File: src/rtl/psr_pkg.sv
package psr_pkg;

    localparam logic [3:0] OP_SEL_SRC = 4'h1;
    localparam logic [3:0] OP_SEL_DST = 4'h2;
    localparam logic [3:0] OP_OVR     = 4'h3;

    typedef enum logic [1:0] {
        RES_CMP  = 2'd0,
        RES_MSK1 = 2'd1,
        RES_MSK2 = 2'd2,
        RES_MEM  = 2'd3
    } res_e;

    typedef enum logic [2:0] {
        AUX_CTRL   = 3'd0,
        AUX_PAGE   = 3'd1,
        AUX_SEGCTL = 3'd2,
        AUX_ADDR   = 3'd3,
        AUX_NFREE  = 3'd4,
        AUX_DSEL   = 3'd5,
        AUX_PS     = 3'd6,
        AUX_PD     = 3'd7
    } aux_e;

    typedef enum logic {
        ST_DEFAULT  = 1'b0,
        ST_OVERRIDE = 1'b1
    } rt_state_e;

    typedef struct packed {
        logic sel_src;
        logic sel_dst;
        logic ovr;
        logic fwd;
        res_e res;
        aux_e aux;
    } dec_t;

endpackage

File: src/rtl/psr_decode.sv
module psr_decode
    import psr_pkg::*;
#(
    parameter int DATA_W = 16
) (
    input  logic [DATA_W-1:0] word,
    output dec_t              dec
);

    logic [3:0] op;
    logic       unused_bits;

    assign op          = word[DATA_W-1 -: 4];
    assign unused_bits = ^word[DATA_W-5:3];

    always_comb begin
        dec         = '0;
        dec.sel_src = (op == OP_SEL_SRC);
        dec.sel_dst = (op == OP_SEL_DST);
        dec.ovr     = (op == OP_OVR);
        dec.fwd     = !(dec.sel_src || dec.sel_dst || dec.ovr);
        dec.res     = res_e'(word[1:0]);
        dec.aux     = aux_e'(word[2:0]);
    end

endmodule

File: src/rtl/psr_seg_counter.sv
module psr_seg_counter #(
    parameter int SEG_W = 2
) (
    input  logic             clk,
    input  logic             rst_n,
    input  logic             load,
    input  logic [SEG_W-1:0] load_start,
    input  logic [SEG_W-1:0] cfg_start,
    input  logic [SEG_W-1:0] cfg_end,
    input  logic             step,
    output logic [SEG_W-1:0] seg
);

    always_ff @(posedge clk or negedge rst_n) begin
        if (!rst_n) begin
            seg <= '0;
        end else if (load) begin
            seg <= load_start;
        end else if (step) begin
            if (seg == cfg_end) begin
                seg <= cfg_start;
            end else begin
                seg <= seg + 1'b1;
            end
        end
    end

    // return to start after the end segment
    a_r4_wrap_to_start: assert property (@(posedge clk) disable iff (!rst_n)
        (step && !load && seg == cfg_end) |=> (seg == $past(cfg_start)));

    // plain advance inside the window
    a_r4_step_advance: assert property (@(posedge clk) disable iff (!rst_n)
        (step && !load && seg != cfg_end) |=> (seg == $past(seg) + 1'b1));

    // no movement without a data cycle or reload
    a_r4_hold_idle: assert property (@(posedge clk) disable iff (!rst_n)
        (!step && !load) |=> $stable(seg));

    // reload takes the new start field
    a_r10_reload: assert property (@(posedge clk) disable iff (!rst_n)
        load |=> (seg == $past(load_start)));

endmodule

File: src/rtl/psr_resource_bank.sv
module psr_resource_bank #(
    parameter int DATA_W    = 16,
    parameter int SEG_CNT   = 4,
    parameter int MEM_DEPTH = 16
) (
    input  logic                         clk,
    input  logic                         rst_n,
    input  logic                         wr_en,
    input  logic [1:0]                   wr_res,
    input  logic [$clog2(SEG_CNT)-1:0]   wr_seg,
    input  logic [DATA_W-1:0]            wr_data,
    input  logic [$clog2(MEM_DEPTH)-1:0] row,
    input  logic [1:0]                   rd_res,
    input  logic [$clog2(SEG_CNT)-1:0]   rd_seg,
    output logic [DATA_W-1:0]            rd_data
);

    localparam int RES_W  = DATA_W * SEG_CNT;
    localparam int N_REGS = 3;

    logic [3:0][RES_W-1:0]           res_q;
    logic [MEM_DEPTH-1:0][RES_W-1:0] mem_q;

    for (genvar g = 0; g < N_REGS; g++) begin : g_reg
        logic [RES_W-1:0] q;
        always_ff @(posedge clk or negedge rst_n) begin
            if (!rst_n) begin
                q <= '0;
            end else if (wr_en && wr_res == 2'(g)) begin
                q[wr_seg*DATA_W +: DATA_W] <= wr_data;
            end
        end
        assign res_q[g] = q;
    end

    for (genvar r = 0; r < MEM_DEPTH; r++) begin : g_row
        logic [RES_W-1:0] q;
        always_ff @(posedge clk or negedge rst_n) begin
            if (!rst_n) begin
                q <= '0;
            end else if (wr_en && wr_res == 2'd3 && row == ($clog2(MEM_DEPTH))'(r)) begin
                q[wr_seg*DATA_W +: DATA_W] <= wr_data;
            end
        end
        assign mem_q[r] = q;
    end

    assign res_q[3] = mem_q[row];
    assign rd_data  = res_q[rd_res][rd_seg*DATA_W +: DATA_W];

endmodule

File: src/rtl/psd_port_router.sv
module psd_port_router
    import psr_pkg::*;
#(
    parameter int DATA_W    = 16,
    parameter int SEG_CNT   = 4,
    parameter int MEM_DEPTH = 16
) (
    input  logic              clk,
    input  logic              rst_n,
    input  logic              cyc_valid,
    input  logic              cyc_write,
    input  logic              cyc_cmd,
    input  logic [DATA_W-1:0] din,
    input  logic [DATA_W-1:0] status_in,
    output logic [DATA_W-1:0] dout,
    output logic              instr_strobe,
    output logic [DATA_W-1:0] instr_word
);

    localparam int SEG_W  = $clog2(SEG_CNT);
    localparam int ADDR_W = $clog2(MEM_DEPTH);
    localparam int N_AUX  = 6;
    localparam logic [DATA_W-1:0] SEGCTL_RST = DATA_W'(SEG_CNT - 1) << SEG_W;

    rt_state_e state, state_nx;
    aux_e      ovr_tgt;
    res_e      src_sel, dst_sel;
    dec_t      dec;

    logic cmd_wr, cmd_rd, dat_wr, dat_rd;
    logic arm, consume, ovr_wr, seg_load;
    logic [N_AUX-1:0][DATA_W-1:0] aux_q;
    logic [SEG_W-1:0]  seg;
    logic [DATA_W-1:0] bank_rd;

    assign cmd_wr = cyc_valid &&  cyc_cmd &&  cyc_write;
    assign cmd_rd = cyc_valid &&  cyc_cmd && !cyc_write;
    assign dat_wr = cyc_valid && !cyc_cmd &&  cyc_write;
    assign dat_rd = cyc_valid && !cyc_cmd && !cyc_write;

    psr_decode #(.DATA_W(DATA_W)) u_decode (
        .word (din),
        .dec  (dec)
    );

    assign arm      = (state == ST_DEFAULT) && cmd_wr && dec.ovr;
    assign consume  = (state == ST_OVERRIDE) && (cmd_wr || cmd_rd);
    assign ovr_wr   = (state == ST_OVERRIDE) && cmd_wr;
    assign seg_load = ovr_wr && (ovr_tgt == AUX_SEGCTL);

    // state register
    always_ff @(posedge clk or negedge rst_n) begin
        if (!rst_n) begin
            state <= ST_DEFAULT;
        end else begin
            state <= state_nx;
        end
    end

    // transitions: ARM, CONSUME, HOLD_DEFAULT, HOLD_OVERRIDE
    always_comb begin
        state_nx = state;
        unique case (state)
            ST_DEFAULT:  if (arm)     state_nx = ST_OVERRIDE;
            ST_OVERRIDE: if (consume) state_nx = ST_DEFAULT;
        endcase
    end

    // persistent selections and override target
    always_ff @(posedge clk or negedge rst_n) begin
        if (!rst_n) begin
            src_sel <= RES_CMP;
            dst_sel <= RES_CMP;
            ovr_tgt <= AUX_CTRL;
        end else if (state == ST_DEFAULT && cmd_wr) begin
            if (dec.sel_src) src_sel <= dec.res;
            if (dec.sel_dst) dst_sel <= dec.res;
            if (dec.ovr)     ovr_tgt <= dec.aux;
        end
    end

    // auxiliary registers, written only through the override path
    for (genvar a = 0; a < N_AUX; a++) begin : g_aux
        always_ff @(posedge clk or negedge rst_n) begin
            if (!rst_n) begin
                aux_q[a] <= (a == int'(AUX_SEGCTL)) ? SEGCTL_RST : '0;
            end else if (ovr_wr && ovr_tgt == 3'(a)) begin
                aux_q[a] <= din;
            end
        end
    end

    psr_seg_counter #(.SEG_W(SEG_W)) u_seg (
        .clk        (clk),
        .rst_n      (rst_n),
        .load       (seg_load),
        .load_start (din[SEG_W-1:0]),
        .cfg_start  (aux_q[AUX_SEGCTL][SEG_W-1:0]),
        .cfg_end    (aux_q[AUX_SEGCTL][2*SEG_W-1:SEG_W]),
        .step       (dat_wr || dat_rd),
        .seg        (seg)
    );

    psr_resource_bank #(
        .DATA_W    (DATA_W),
        .SEG_CNT   (SEG_CNT),
        .MEM_DEPTH (MEM_DEPTH)
    ) u_bank (
        .clk     (clk),
        .rst_n   (rst_n),
        .wr_en   (dat_wr),
        .wr_res  (dst_sel),
        .wr_seg  (seg),
        .wr_data (din),
        .row     (aux_q[AUX_ADDR][ADDR_W-1:0]),
        .rd_res  (src_sel),
        .rd_seg  (seg),
        .rd_data (bank_rd)
    );

    // outputs
    always_comb begin
        dout         = '0;
        instr_strobe = 1'b0;
        instr_word   = '0;
        if (dat_rd) begin
            dout = bank_rd;
        end else if (cmd_rd) begin
            unique case (state)
                ST_DEFAULT:  dout = status_in;
                ST_OVERRIDE: begin
                    unique case (ovr_tgt)
                        AUX_CTRL:   dout = aux_q[0];
                        AUX_PAGE:   dout = aux_q[1];
                        AUX_SEGCTL: dout = aux_q[2];
                        AUX_ADDR:   dout = aux_q[3];
                        AUX_NFREE:  dout = aux_q[4];
                        AUX_DSEL:   dout = aux_q[5];
                        AUX_PS:     dout = DATA_W'(src_sel);
                        AUX_PD:     dout = DATA_W'(dst_sel);
                    endcase
                end
            endcase
        end
        if (state == ST_DEFAULT && cmd_wr && dec.fwd) begin
            instr_strobe = 1'b1;
            instr_word   = din;
        end
    end

    // any command cycle ends the override
    a_r7_one_shot: assert property (@(posedge clk) disable iff (!rst_n)
        (state == ST_OVERRIDE && cyc_valid && cyc_cmd) |=> (state == ST_DEFAULT));

    // data cycles leave the override armed
    a_r7_data_keeps: assert property (@(posedge clk) disable iff (!rst_n)
        (state == ST_OVERRIDE && !(cyc_valid && cyc_cmd)) |=> (state == ST_OVERRIDE));

    // the source selection is sticky
    a_r3_src_sticky: assert property (@(posedge clk) disable iff (!rst_n)
        !(state == ST_DEFAULT && cmd_wr && din[DATA_W-1 -: 4] == OP_SEL_SRC) |=> $stable(src_sel));

    // the destination selection is sticky
    a_r3_dst_sticky: assert property (@(posedge clk) disable iff (!rst_n)
        !(state == ST_DEFAULT && cmd_wr && din[DATA_W-1 -: 4] == OP_SEL_DST) |=> $stable(dst_sel));

    // default command reads return status
    a_r5_status_read: assert property (@(posedge clk) disable iff (!rst_n)
        (state == ST_DEFAULT && cyc_valid && cyc_cmd && !cyc_write) |-> (dout == status_in));

    // forwarding only from a default command write
    a_r6_fwd_default: assert property (@(posedge clk) disable iff (!rst_n)
        instr_strobe |-> (state == ST_DEFAULT && cyc_valid && cyc_cmd && cyc_write));

    // output quiet when no read is present
    a_r2_quiet_dout: assert property (@(posedge clk) disable iff (!rst_n)
        !(cyc_valid && !cyc_write) |-> (dout == '0));

endmodule

File: config.mk
export PLATFORM = sky130hd
export DESIGN_NAME = psd_port_router
export DESIGN_NICKNAME = d
export VERILOG_FILES = /design/src/rtl/psr_pkg.sv /design/src/rtl/psr_decode.sv /design/src/rtl/psr_seg_counter.sv /design/src/rtl/psr_resource_bank.sv /design/src/rtl/psd_port_router.sv
export SDC_FILE = /design/constraint.sdc
export NUM_CORES = 2
export LEC_CHECK = 0
export BUFFER_PORTS_ARGS = -buffer_cell sky130_fd_sc_hd__buf_2
export CORE_MARGIN = 2
export CORE_UTILIZATION = 59
export CTS_BUF_LIST = sky130_fd_sc_hd__clkbuf_4
export DETAILED_ROUTE_END_ITERATION = 7
export PLACE_DENSITY = 0.75
export SLEW_MARGIN = 10
export SYNTH_ARGS = -nofsm -noshare
export SYNTH_HDL_FRONTEND = slang
export SYNTH_SLANG_ARGS = --single-unit
File: constraint.sdc
create_clock -name clk -period 4.5 [get_ports clk]
set_input_delay 1.125 -clock clk [delete_from_list [all_inputs] [get_ports clk]]
set_output_delay 1.125 -clock clk [all_outputs]
set_load 0.02 [all_outputs]
==> impl_metrics.yaml <==
synth:
  synth.area.top_cells: "dfrtp_1, mux4_2, o21ai_0"
  synthFlopType: "dfrtp_1"
  syn_area_sq_um: 58900
  synth-edff-count: 0
  yosysTopAreaCellShare_pct: 56.1
  yosysUniqueCellTypes: 67
  synth_seq_cells: 1322
  ys_async_sr_fraction_pct: 100
  yosysSeqAreaShare_pct: 56.2
  synth_nets: 5464
  synthCells: 5423
  synth_warnings: 0
  avgSynthCellArea_sq_um: 10.9
  synth_area_leader_cell: "dfrtp_1"
layout:
  fin_area_sq_um: 67600
  layout_commonest_cell: "nand2_1"
  final_cell_mix: "nand2_1, dfrtp_1, o21ai_0"
  num-nets-final: 5757
  final_util_pct: 68.6
  area_growth_pct: 14.9
  final_cells: 7220
  final_layout_size_suffix_gt1_share_pct: 25.6
sta:
  finalWorstSetupSlack_ns: -0.598
  finalCriticalPeriod_ns: 5.10
  finalSetupViolCount: 16
  fin_skew_ns: 0.183
  hold_slack_ns: 0.369
  fmax_mhz: 196
  rsz0062_at_grt: "yes"
  min_period_over_period_pct: 113
  tightest_slew_ns: 1.11
  slew_viol_final: 0
  finalSetupTns_ns: -8.64
  hold_viol_final: 0
  max_slew_margin_pct: 25.7
grt:
  grt_max_degree: 105
  track_usage_pct: 37.0
  first_global_vias: 47000
  grt_overflow: 0
  grt_first_pass_wirelength_microns: 285000
  antenna_found_initial: 7
place:
  dp_cells: 6562
  numPortBuffers: 69
  place_area_sq_um: 61200
  gp_congestion: 0.974
  dpl.hpwl_microns: 114000
critical_path:
  crit_slowest_cell: "dfrtp_4"
  end_kind: "output port"
  crit_type: "flop to output port"
  worst_ep_arrival_time_ns: 3.97
  worstPathRequired_ns: 3.38
  crit_fanout: 28
  cpPeakStageDelay_ns: 0.54
  path_cells: "buf_12 > buf_16 > mux4_2 > nor2_1 > or3_1 > nand4_1 > a31o_1 > buf_2"
  critPathLaunchType: "flop"
route:
  drt_pass1_iterations: 8
  wl_per_cell_microns: 26.2
  via_per_inst: 6.57
  drc_errors: 0
  wirelength_microns: 189000
  num_vias: 47500
  dr.first_iter.drc_count: 6125
  antenna_left: 0
pwr:
  p_leak_nw: 29.7
  irDropWorstVdd_uv: 226
  powerDensity_nw_per_um2: 378
clock_tree:
  cts_max_level: 5
  clkSinkCount: 1322
  cts_tree: "built"
  clkLatencyLatePin_ns: 1.31
  clkTransAtPathRegs_ns: 0.07
  clock_path_buffers: 4
  root_buffer: "clkbuf_4"
  cts_buffers: 349
die:
  core.rowCount: 115
  dieArea_sq_um: 102000
  io_pins: 70
  die_w_microns: 320
  fp.coreArea_sq_um: 98600
  initial_core_util_pct: 59.7
  die_h_microns: 320
outcome:
  violations: "negative setup slack"
  status: "finished, violations left"
min_path:
  hold_class: "input port to flop"
flow_run:
  maxCapViolCount: 0
## layout make-up
| cell class | count | area [sq um] |
|---|---|---|
| Timing Repair Buffer | 424 | 4250 |
| Fill cell | 6976 | 31000 |
| Antenna cell | 5 | 12.5 |
| Inverter | 18 | 76.3 |
| Clock inverter | 63 | 384 |
| Clock buffer | 500 | 3750 |
| Sequential cell | 1322 | 33100 |
| Tap cell | 1287 | 1610 |
| Multi-Input combinational cell | 3601 | 24400 |
## critical path, delay by kind of cell (launching register included)
family | cells | cell delay, ns
buf+inv | 3 | 0.63
mux | 1 | 0.32
flops | 1 | 0.54
compound gates | 1 | 0.42
simple gates | 3 | 0.70
## worst paths after layout
| kind | end | startpoint | slack, ns | depth (start not counted) |
|---|---|---|---|---|
| max | dout[2] | aux_q[49] | -0.60 | 8 |
| max reg2reg | u_bank.g_row[7].q[14] | aux_q[50] | 0.85 | 6 |
| min in group asynchronous | u_bank.g_row[8].q[35] | rst_n | 0.52 | 2 |
| max in group asynchronous | u_bank.g_row[14].q[61] | rst_n | 2.70 | 3 |
| min reg2reg | u_bank.g_row[7].q[25] | u_bank.g_row[7].q[25] | 0.47 | 2 |
| min | aux_q[32] | din[0] | 0.37 | 3 |
## metrics by stage
| step | setup WS (ns) | power [W] |
|---|---|---|
| 2_1_floorplan | 0.646 | 0.0138 |
| 3_3_place_gp | 0.210 | 0.0151 |
| 3_5_place_dp | 0.181 | 0.0151 |
| 4_1_cts | -0.613 | 0.0254 |
| 5_1_grt | -0.669 | 0.0264 |
| 6_report | -0.598 | 0.0256 |
## synth_stat cells, types with 24 or more instances
library cell and instances:
nand4_1 26, nand3_1 35, buf_2 91, o21ai_0 1115, mux4_2 263, dfrtp_1 1320, mux2_2 179, a32o_1 32
o21ai_1 84, buf_1 32, a22o_1 56, clkbuf_1 330, o211ai_1 24, a221o_1 49, nor2_1 48, a221oi_1 27
nand2_1 1385
## repair_timing
item | 4_1_cts | 5_1_grt
buffers inserted | 42 | 43
gates resized for setup | 156 | 52
hold buffers | 1 | 0
hold endpoints to repair | 63 | 0
endpoints found under the setup margin | 16 | 17
cloned | 10 | 5
pin swaps | 42 | 35
## kinds of logic after synthesis
logic type | count (synthesis) | synth area share, %
buffers and inverters | 500 | 3.66
AOI/OAI and AO/OA | 1492 | 14.5
muxes | 463 | 13.8
xor gates and xnor gates | 2 | 0.0298
adders and majority gates | 4 | 0.0850
DFF | 1322 | 56.2
and+or+nand+nor | 1640 | 11.7
## power breakdown
part           switching (W)  total, W  internal (W)
Combinational        0.00216   0.00303      0.000868
Clock                0.00494    0.0103       0.00533
Sequential          0.000165    0.0123        0.0121
## state kept, by name (all words and copies together) (netlist names)
register and flops:
u_bank.g_row.q 1024, state 1, ovr_tgt 3, src_sel 2, u_bank.g.q 192, u_seg.seg 2
aux_q 96, dst_sel 2
## layer usage
| layer | wire length [microns] | up-vias | global-route usage (%) |
|---|---|---|---|
| li1 | - | 20000 | - |
| met1 | 71600 | 23600 | 50.2 |
| met2 | 81900 | 3246 | 52.6 |
| met3 | 25400 | 595 | 12.8 |
| met4 | 10300 | 6 | 20.4 |
| met5 | 64 | - | 0 |
Power figures use the tool's default switching activity.
